[src/rtl/pil_pkg.sv]
package pil_pkg;

  typedef enum logic [1:0] {
    UOP_INT   = 2'd0,
    UOP_LOAD  = 2'd1,
    UOP_STORE = 2'd2,
    UOP_FP    = 2'd3
  } uop_class_e;

  function automatic logic reads_b(uop_class_e c);
    return c != UOP_LOAD;
  endfunction

  function automatic logic writes_dst(uop_class_e c);
    return c != UOP_STORE;
  endfunction

endpackage

[src/rtl/pil_latency.sv]
module pil_latency
  import pil_pkg::*;
#(
  parameter int INT_EX  = 1,
  parameter int MEM_STG = 3,
  parameter int FP_STG  = 4,
  parameter int CW      = 3
) (
  input  logic            bypass_en,
  input  uop_class_e      cls,
  output logic [CW-1:0]   ld_val,
  output logic [CW-1:0]   data_slack
);
  // Register-write stage offset measured from the cycle the producer leaves decode
  localparam int INT_RW = 2 + INT_EX;
  localparam int MEM_RW = 2 + INT_EX + MEM_STG;
  localparam int FP_RW  = 2 + FP_STG;

  logic [CW-1:0] rw_sel;

  always_comb begin
    unique case (cls)
      UOP_INT:  rw_sel = CW'(INT_RW);
      UOP_FP:   rw_sel = CW'(FP_RW);
      default:  rw_sel = CW'(MEM_RW);
    endcase
  end

  // Without forwarding a reader waits for register write (RW-2 remaining).
  // With forwarding the value is usable one stage earlier (RW-3 remaining).
  assign ld_val     = bypass_en ? (rw_sel - CW'(3)) : (rw_sel - CW'(2));
  assign data_slack = bypass_en ? CW'(INT_EX) : '0;

endmodule

[src/rtl/pil_scoreboard.sv]
module pil_scoreboard #(
  parameter int NREG = 32,
  parameter int CW   = 3,
  localparam int AW  = $clog2(NREG)
) (
  input  logic          clk,
  input  logic          rst,
  input  logic          ld_en,
  input  logic [AW-1:0] ld_idx,
  input  logic [CW-1:0] ld_val,
  input  logic [AW-1:0] rd_a,
  input  logic [AW-1:0] rd_b,
  input  logic [AW-1:0] rd_d,
  output logic [CW-1:0] cnt_a,
  output logic [CW-1:0] cnt_b,
  output logic [CW-1:0] cnt_d
);
  logic [CW-1:0] cnt [NREG];

  for (genvar i = 0; i < NREG; i++) begin : g_ent
    always_ff @(posedge clk) begin
      if (rst)
        cnt[i] <= '0;
      else if (ld_en && ld_idx == AW'(i))
        cnt[i] <= ld_val;
      else if (cnt[i] != '0)
        cnt[i] <= cnt[i] - CW'(1);
    end
  end

  assign cnt_a = cnt[rd_a];
  assign cnt_b = cnt[rd_b];
  assign cnt_d = cnt[rd_d];

endmodule

[src/rtl/pil_hazard.sv]
module pil_hazard
  import pil_pkg::*;
#(
  parameter int CW = 3
) (
  input  logic          valid,
  input  uop_class_e    cls,
  input  logic [CW-1:0] cnt_a,
  input  logic [CW-1:0] cnt_b,
  input  logic [CW-1:0] cnt_d,
  input  logic [CW-1:0] ld_val,
  input  logic [CW-1:0] data_slack,
  output logic          stall
);
  logic haz_a, haz_b, haz_w;

  always_comb begin
    haz_a = cnt_a != '0;
    if (!reads_b(cls))
      haz_b = 1'b0;
    else if (cls == UOP_STORE)
      haz_b = cnt_b > data_slack;
    else
      haz_b = cnt_b != '0;
    // An older write landing at or after ours would leave a stale value
    haz_w = writes_dst(cls) && (cnt_d > ld_val);
    stall = valid && (haz_a || haz_b || haz_w);
  end

endmodule

[src/rtl/pipe_interlock.sv]
module pipe_interlock
  import pil_pkg::*;
#(
  parameter int NREG    = 32,
  parameter int INT_EX  = 1,
  parameter int MEM_STG = 3,
  parameter int FP_STG  = 4,
  localparam int AW     = $clog2(NREG),
  localparam int MAX_RW = 2 + ((INT_EX + MEM_STG > FP_STG) ? (INT_EX + MEM_STG) : FP_STG),
  localparam int CW     = $clog2(MAX_RW)
) (
  input  logic          clk,
  input  logic          rst,
  input  logic          bypass_en,
  input  logic          dec_valid,
  input  logic [1:0]    dec_class,
  input  logic [AW-1:0] dec_src_a,
  input  logic [AW-1:0] dec_src_b,
  input  logic [AW-1:0] dec_dst,
  output logic          stall,
  output logic          bubble
);
  uop_class_e    cls;
  logic [CW-1:0] ld_val, data_slack;
  logic [CW-1:0] cnt_a, cnt_b, cnt_d;
  logic          reserve;
  logic          bubble_q;

  assign cls = uop_class_e'(dec_class);

  pil_latency #(.INT_EX(INT_EX), .MEM_STG(MEM_STG), .FP_STG(FP_STG), .CW(CW)) u_lat (
    .bypass_en (bypass_en),
    .cls       (cls),
    .ld_val    (ld_val),
    .data_slack(data_slack)
  );

  assign reserve = dec_valid && !stall && writes_dst(cls);

  pil_scoreboard #(.NREG(NREG), .CW(CW)) u_sb (
    .clk   (clk),
    .rst   (rst),
    .ld_en (reserve),
    .ld_idx(dec_dst),
    .ld_val(ld_val),
    .rd_a  (dec_src_a),
    .rd_b  (dec_src_b),
    .rd_d  (dec_dst),
    .cnt_a (cnt_a),
    .cnt_b (cnt_b),
    .cnt_d (cnt_d)
  );

  pil_hazard #(.CW(CW)) u_haz (
    .valid     (dec_valid),
    .cls       (cls),
    .cnt_a     (cnt_a),
    .cnt_b     (cnt_b),
    .cnt_d     (cnt_d),
    .ld_val    (ld_val),
    .data_slack(data_slack),
    .stall     (stall)
  );

  always_ff @(posedge clk) begin
    if (rst) bubble_q <= 1'b0;
    else     bubble_q <= stall;
  end

  assign bubble = bubble_q;

endmodule

[config.mk]
export PLATFORM = sky130hd
export DESIGN_NAME = pipe_interlock
export DESIGN_NICKNAME = d
export VERILOG_FILES = /design/src/rtl/pil_pkg.sv /design/src/rtl/pil_latency.sv /design/src/rtl/pil_scoreboard.sv /design/src/rtl/pil_hazard.sv /design/src/rtl/pipe_interlock.sv
export SDC_FILE = /design/constraint.sdc
export NUM_CORES = 1
export LEC_CHECK = 0
export BUFFER_PORTS_ARGS = -buffer_cell sky130_fd_sc_hd__buf_2
export CORE_ASPECT_RATIO = 0.6
export CORE_MARGIN = 2
export CORE_UTILIZATION = 55
export CTS_CLUSTER_DIAMETER = 30
export CTS_CLUSTER_SIZE = 25
export DETAILED_ROUTE_END_ITERATION = 8
export HOLD_SLACK_MARGIN = 0.06
export PLACE_DENSITY = 0.72
export RECOVER_POWER = 25
export SLEW_MARGIN = 20
export SYNTH_ARGS = -nofsm -noshare
export SYNTH_HDL_FRONTEND = slang
export SYNTH_SLANG_ARGS = --single-unit
[constraint.sdc]
create_clock -name clk -period 16.3 [get_ports clk]
set_input_delay 2.445 -clock clk [delete_from_list [all_inputs] [get_ports clk]]
set_output_delay 2.445 -clock clk [all_outputs]
set_load 0.01 [all_outputs]
======== Word-level counts from Yosys, hierarchy flattened ========
Memory sizes are Yosys's and may differ from the RTL's.
Cells that the tools add are included.
word-level totals
  memories kept ........................... 1
  memory bits (writable) .................. 96
  input port bits ......................... 21
  flip-flop bits (word level) ............. 1
cells by class
  bitwise logic cells ..................... 64
  equal/unequal tests ..................... 34
  mux-type cells .......................... 295
  reduce and logical (&&, ||, !) cells .... 75
  magnitude comparators ................... 2
  $add $sub $neg .......................... 34
memory list
  memory    depth  width  rd ports  clocked after Yosys merged registers in  write ports  RTL line              source
  u_sb.cnt  32     3      35        0                                        32           pil_scoreboard.sv:18  logic [CW-1:0] cnt [NREG];
operator list
  cell                 number
  $mux 1               229
  $mux 3               66
  $reduce_bool 3->1    34
  $sub 3x1->3 const B  32
  $eq 5x5->1 const B   16
  $or 1x1->1           64
  $eq 5x4->1 const B   8
  $logic_and 1x1->1    36
  $eq 5x3->1 const B   4
  $eq 5x2->1 const B   2
  $sub 3x2->3 const B  2
  $eq 5x1->1 const B   1
  $logic_not 5->1      1
  $gt 3x1->1           1
  $gt 3x3->1           1
  $eq 2x2->1 const B   1
  $logic_not 2->1      1
  $logic_or 1x1->1     2
  $ne 2x1->1 const B   1
  $ne 2x2->1 const B   1
  $logic_not 1->1      1

======== Logic depth before layout (Yosys ltp) ========
Gate-level depths: netlist (run 1).
  depth in word-level cells ............... 17
  gate-level depth with buffers ........... 14

======== Modules after synthesis ========
Synthesis (run 1) repeated with hierarchy kept, for this count alone.
unflattened totals
  cell total of the unflattened synthesis .. 718
  area total of the unflattened synthesis .. 8590.7 um^2
modules (own cells, without submodules)
  module          cells each  instances  area each (um^2)  seq. area each (um^2)
  pil_scoreboard  679         1          8291.7            2882.8
  pil_hazard      27          1          185.2             0.0
  pil_latency     8           1          61.3              0.0
  pipe_interlock  4           1          52.6              20.0

======== Least setup slack after synthesis (run 1) ========
No wires, ideal clock.
  path kind ............................... input-to-output
  start point ............................. in dec_dst[0]
  end point ............................... out stall
  buffers on the path ..................... 3
  setup slack ............................. 7.761 ns
  data arrival time ....................... 6.094 ns
  stages on the path ...................... 13
  required time ........................... 13.855 ns
  path through ............................ clkbuf_1 -> buf_1 -> mux4_2 -> mux4_2 -> mux2_2 -> ha_1 -> nor2b_1 -> o21ai_0 -> a32oi_1 -> o21ai_0 -> o311ai_2 -> buf_2 -> o31a_1
between the ends
  word-level cells in the longest chain between the ends .. 5
RTL lines
  what               RTL line              source
  start, declared    pipe_interlock.sv:19  input logic [AW-1:0] dec_dst,
  $mem_v2 32x3       -
  $gt 3x3->1         pil_hazard.sv:26      haz_w = writes_dst(cls) && (cnt_d > ld_val);
  $logic_and 1x1->1  pil_hazard.sv:26
  $logic_or 1x1->1   pil_hazard.sv:27      stall = valid && (haz_a || haz_b || haz_w);
  $logic_and 1x1->1  pil_hazard.sv:27
  end, declared      pipe_interlock.sv:20  output logic stall,
No other way between the ends.

======== Final worst setup path (run 1) ========
Same ends and word-level chain as after synthesis.

==> results.toml, run 1 <==
[detailed_routing]
vias_per_cell = 6.79
dr_total_vias = 6799
route.detailed.drc = 0
wl_per_cell_um = 24.4
detail-route-antenna-nets = 0
drtPass1Iterations = 5
wirelength_um = 24400
first_iter_violations = 862

[synth]
syn_area_per_cell_um2 = 10.7
async_flop_share = 0
seq_area_frac_synth = 0.335
synth-edff-count = 96
syn_nets = 898
ys_types = 54
synthCells = 807
synth_seq_cells = 97
ys.flop_type = "edfxtp_1"
syn-cell-area_mm2 = 0.00867
ys_warn_count = 0

[clock_network]
tritoncts = "done"
clockBufferDepth = 2
clkTransAtPathRegs_ns = 0.07
post-cts-setup-buffers = 0
hold_buffers = 0
cts_buffers = 9
h-tree-depth = 3
clock_latency_ns = 0.36
cts-root-buf = "clkbuf_16"
clock-sinks = 97
cts.repair.resized = 0

[placement]
dp_hpwl_um = 18000
portBuffers = 22
place_congestion = 0.936

[sta]
fin_skew_ns = 0.00920
grt_setup_unrepaired = "no"
finalCritPeriodShare = 0.567
max_slew.worst_pin.slew_ns = 2.02
period_needed_ns = 9.24
hold_violations = 0
fin_tns_setup_ns = 0
finalSetupViolCount = 0
slew_headroom = -0.350
slew_violations = 62
fmax_mhz = 108

[worst_setup_path]
crit_required_ns = 13.86
cp_max_fo = 28
r2r_start = "u_sb.cnt[18][1]$_DFFE_PP_"
arrival_ns = 6.80
cp-startpoint = "dec_dst[0]"
rrSetupSlack_ns = 10.96
rr_worst_depth = 12
cp-endpoint = "stall"
r2r_end = "u_sb.cnt[6][0]$_DFFE_PP_"
worstSetupEndpointType = "output port"
path_class = "primary input to output port"
startpoint_type = "primary input"

[power]
p_switching_uw = 614
leakage_nw = 3.44
peakVddDrop_v = 0.0000865
power.total_mw = 1.52
seqPwrFrac = 0.386
p_int_uw = 909
pwr_density_cell_mw_per_mm2 = 167
swShare = 0.403
power_frac_comb = 0.458
clkPwrFrac = 0.156

[layout]
final_common_cell = "nor3_1"
area_delta_synth_final_pct = 4.92
nets = 884
drive_gt1_frac = 0.244
antenna_cells = 0
final_cell_mix = "114 x nor3_1, 103 x inv_1, 97 x mux2_2"
fillCellCount = 1275

[global_route]
antenna_found_initial = 0
grt_pass1_vias = 6578
grt_max_degree = 69
grt_use_total = 0.298
grt_pass1_wl_um = 38100
gr-total-overflow = 0

[run_status]
violations = "capacitance limit, slew limit"
status = "complete, but fails checks"

[floorplanning]
die-area_mm2 = 0.0168
ios = 23
initial_core_util = 0.564
rows = 35
die_x_um = 166
core_mm2 = 0.0154
die_h_um = 101

[job]
cap_violations = 2

[hold_path]
holdCritPathClass = "flip-flop to flip-flop"
## stage by stage
stage	cells	setup slack (ns)	utilization	instance area [µm²]	hold WS, ns
finish	1001	7.06	0.592	9100	0.916
floorplan	807	7.76	-	8670	0.737
CTS	1001	7.80	0.599	9200	0.902
global placement	985	7.89	0.577	8870	0.856
detailed placement	985	7.84	0.577	8870	0.887
global route	1001	6.67	0.592	9100	0.930
## area by class of cell
class	instances	area, µm²	area share
Clock buffer	9	225	0.0248
Clock inverter	7	101	0.0111
Inverter	104	390	0.0429
Multi-Input combinational cell	555	5090	0.559
Sequential cell	97	2900	0.319
Tap cell	203	254	0.0279
Timing Repair Buffer	26	136	0.0150
## worst max-delay path: stages
cell	delay, ns
clkbuf_1	1.42
mux4_2	0.69
mux4_2	0.47
mux2_2	0.28
ha_1	0.29
nor2b_1	0.13
o21ai_0	0.14
a32oi_1	0.08
o21ai_0	0.15
o311ai_0	0.21
o31a_1	0.32
buf_2	0.15
## registers in the layout, summed over array words and instances (netlist names)
register / flops
bubble: 1
u_sb.cnt: 96
## power by group through the flow
stage	Sequential, mW	Clock [mW]	Combinational [mW]
floorplan	0.504	0	0.555
global placement	0.579	0	0.645
detailed placement	0.578	0	0.695
CTS	0.574	0.240	0.701
global route	0.593	0.247	0.788
finish	0.588	0.238	0.698
## logic make-up (layout without fill, tap and decap cells)
family / count (synthesis) / after routing / synth area share
buffers and inverters: 155 / 146 / 0.0726
DFF: 97 / 97 / 0.335
muxes: 149 / 149 / 0.240
AOI/OAI and AO/OA: 48 / 48 / 0.0450
adders and majority gates: 70 / 70 / 0.101
and+or+nand+nor: 288 / 288 / 0.207
## Yosys cell counts, drive strengths merged (2+ instances only)
cell type	instances	area, µm²
o311ai	2	25.0
or3b	27	236
clkbuf	30	113
nor3	124	741
a32oi	4	35.0
a2111oi	3	26.3
nand3	2	10.0
nor2	37	139
nor4	13	81.3
mux2	98	1100
mux2i	14	140
a221oi	2	17.5
nand2b	4	25.0
nand2	5	18.8
nand3b	13	97.6
a311oi	11	96.3
or4b	2	20.0
or4	2	15.0
inv	104	390
mux4	37	833
nor4b	3	26.3
a41o	2	20.0
or3	41	282
o211ai	3	22.5
edfxtp	96	2880
ha	70	876
nor3b	2	20.0
nor2b	10	62.6
buf	21	126
a21oi	2	10.0
o21ai	5	25.0
a211oi	2	15.0
a22oi	4	30.0
o2111ai	2	17.5
## per-layer routing
layer	global-route usage	share of wire	up-vias
li1	-	-	3034
met1	0.430	0.44	3322
met2	0.434	0.42	412
met3	0.0996	0.13	29
met4	0.0642	0.012	2
met5	0.0245	0.0023	-
## how the worst min path moves through the flow
stage / slack (ns) / from / depth (start not counted) / endpoint
after floorplan: 0.74 / u_sb.cnt[16][2]$_SDFFCE_PN0P_ / 2 / u_sb.cnt[16][0]$_SDFFCE_PN0P_
after global placement: 0.86 / u_sb.cnt[31][0]$_DFFE_PP_ / 2 / u_sb.cnt[31][0]$_DFFE_PP_
after detailed placement: 0.89 / u_sb.cnt[31][0]$_DFFE_PP_ / 2 / u_sb.cnt[31][0]$_DFFE_PP_
after CTS: 0.90 / u_sb.cnt[3][0]$_DFFE_PP_ / 2 / u_sb.cnt[3][0]$_DFFE_PP_
after global routing: 0.93 / u_sb.cnt[3][0]$_DFFE_PP_ / 2 / u_sb.cnt[3][0]$_DFFE_PP_
final: 0.92 / u_sb.cnt[30][0]$_DFFE_PP_ / 2 / u_sb.cnt[30][0]$_DFFE_PP_
(Power assumes the default switching activity.)
==> run 2, diff against run 1 <==
clock period = 9.3 ns   (was 16.3 ns; I/O delays follow)
==> results.toml, run 2 (same netlist as run 1, synthesis figures left out) <==
[detailed_routing]
wirelength_um = 24100
first_iter_violations = 901
wl_per_cell_um = 24.1
detail-route-antenna-nets = 0
vias_per_cell = 6.80
highest_layer = "met4"
dr_total_vias = 6806
drtPass1Iterations = 6
wl_met2_um = 10000
dr_wl_met3_um = 2850
route.detailed.drc = 0
drt-met1-wl_um = 10900

[worst_setup_path]
arrival_ns = 5.86
startpoint_type = "primary input"
cp.depth = 12
path_delay_family = "buffers and inverters"
path_cells = "clkbuf_1, mux4_2, mux4_2, mux2_2, ha_1, nor2b_1, o21ai_0, a32oi_1, o21ai_0, o311ai_0, o31a_1, buf_2"
r2r_start = "u_sb.cnt[14][1]$_DFFE_PP_"
cp.buffers_inverters = 2
crit_path_top_delay_cell = "clkbuf_1"
cp-endpoint = "stall"
rrSetupSlack_ns = 4.91
cp_max_fo = 28
cp-startpoint = "dec_dst[0]"
r2r_end = "u_sb.cnt[26][2]$_DFFE_PP_"
cpPeakStageDelay_ns = 1.50
rr_worst_depth = 12
crit_required_ns = 7.91
path_class = "primary input to output port"
worstSetupEndpointType = "output port"

[clock_network]
cts_buffers = 9
clock-sinks = 97
tritoncts = "done"
clock_latency_ns = 0.36
clkTransAtPathRegs_ns = 0.07
cts.repair.resized = 0
h-tree-depth = 3
hold_buffers = 0
clockBufferDepth = 2
cts-root-buf = "clkbuf_16"
post-cts-setup-buffers = 0

[sta]
finalCritPeriodShare = 0.780
fmax_mhz = 138
finalSetupViolCount = 0
max_slew.worst_pin.slew_ns = 2.13
slew_headroom = -0.422
fin_skew_ns = 0.00823
slew_violations = 29
fin_tns_setup_ns = 0
period_needed_ns = 7.25
hold_violations = 0
grt_setup_unrepaired = "no"

[floorplanning]
die-area_mm2 = 0.0168
initial_core_util = 0.564
die_x_um = 166
rows = 35
ios = 23
die_h_um = 101
core_mm2 = 0.0154

[layout]
fillCellCount = 1262
final_cell_mix = "114 x nor3_1, 103 x inv_1, 97 x mux2_2"
largest-register = "u_sb.cnt"
drive_gt1_frac = 0.246
final_common_cell = "nor3_1"
final_util = 0.589
area_delta_synth_final_pct = 4.34
fin_cells = 1001
nets = 884
antenna_cells = 0
largest_reg_flops = 96

[global_route]
gr-total-overflow = 0
grt_pass1_vias = 6614
grt_pass1_wl_um = 37900
grt_max_degree = 81
antenna_found_initial = 0
grt_use_total = 0.292

[run_status]
violations = "capacitance limit, slew limit"
status = "complete, but fails checks"

[power]
leakage_nw = 3.41
peakVddDrop_v = 0.000152
pwr_density_cell_mw_per_mm2 = 289

[hold_path]
holdCritPathClass = "flip-flop to flip-flop"

[job]
cap_violations = 1

[placement]
portBuffers = 22
place_congestion = 1.01
place_inst = 985
dp_hpwl_um = 17700
-- run 2: cell count changes in the layout (fill, tap and decap cells not counted) --
cell | before | now
clkinv_1 | 1 | 0
inv_8 | 1 | 0
clkinv_2 | 0 | 2
buf_4 | 4 | 5
clkinvlp_4 | 0 | 1
bufinv_16 | 2 | 0
-- run 2: power by group --
group / internal (mW) / total [mW] / switching, mW
registers: 0.762 / 1.02 / 0.258
logic: 0.599 / 1.24 / 0.638
clock network: 0.183 / 0.359 / 0.176
-- run 2: how the worst min path moves through the flow --
stage | from | to | slack, ns | cells after the start
after global placement | u_sb.cnt[16][2]$_SDFFCE_PN0P_ | u_sb.cnt[16][2]$_SDFFCE_PN0P_ | 0.83 | 2
after floorplan | u_sb.cnt[16][2]$_SDFFCE_PN0P_ | u_sb.cnt[16][0]$_SDFFCE_PN0P_ | 0.74 | 2
after CTS | u_sb.cnt[30][0]$_DFFE_PP_ | u_sb.cnt[30][0]$_DFFE_PP_ | 0.89 | 2
after global routing | u_sb.cnt[13][0]$_DFFE_PP_ | u_sb.cnt[13][0]$_DFFE_PP_ | 0.91 | 2
after detailed placement | u_sb.cnt[13][0]$_DFFE_PP_ | u_sb.cnt[13][0]$_DFFE_PP_ | 0.88 | 2
final | u_sb.cnt[30][0]$_DFFE_PP_ | u_sb.cnt[30][0]$_DFFE_PP_ | 0.89 | 2
-- run 2: through the flow --
stage	worst slack, ns	area [µm²]	total power [mW]	hold WS, ns
floorplan	2.86	8670	1.86	0.737
global placement	2.97	8870	2.13	0.835
detailed placement	2.92	8870	2.24	0.878
CTS	2.90	9150	2.60	0.888
global route	1.72	9050	2.80	0.909
finish	2.05	9050	2.62	0.886
-- run 2: layout make-up --
cell class              instances  area (µm²)  share of cell area
clock buffers                  10         229              0.0253
clock inverters                 6        43.8             0.00484
inverters                     104         390              0.0431
multi-input cells             555        5090               0.562
flip-flops and latches         97        2900               0.321
well taps                     203         254              0.0281
repair buffers                 26         140              0.0155
-- run 2: layer usage --
layer / GRT usage / up-vias
met5: 0 / -
met4: 0.0575 / 0
met1: 0.439 / 3286
met3: 0.0653 / 47
met2: 0.437 / 444
li1: - / 3029
-- run 2: worst min-delay path, stage by stage (launching register included) --
cell      delay (ns)
edfxtp_1        0.40
nor3_1          0.07
mux2_2          0.25
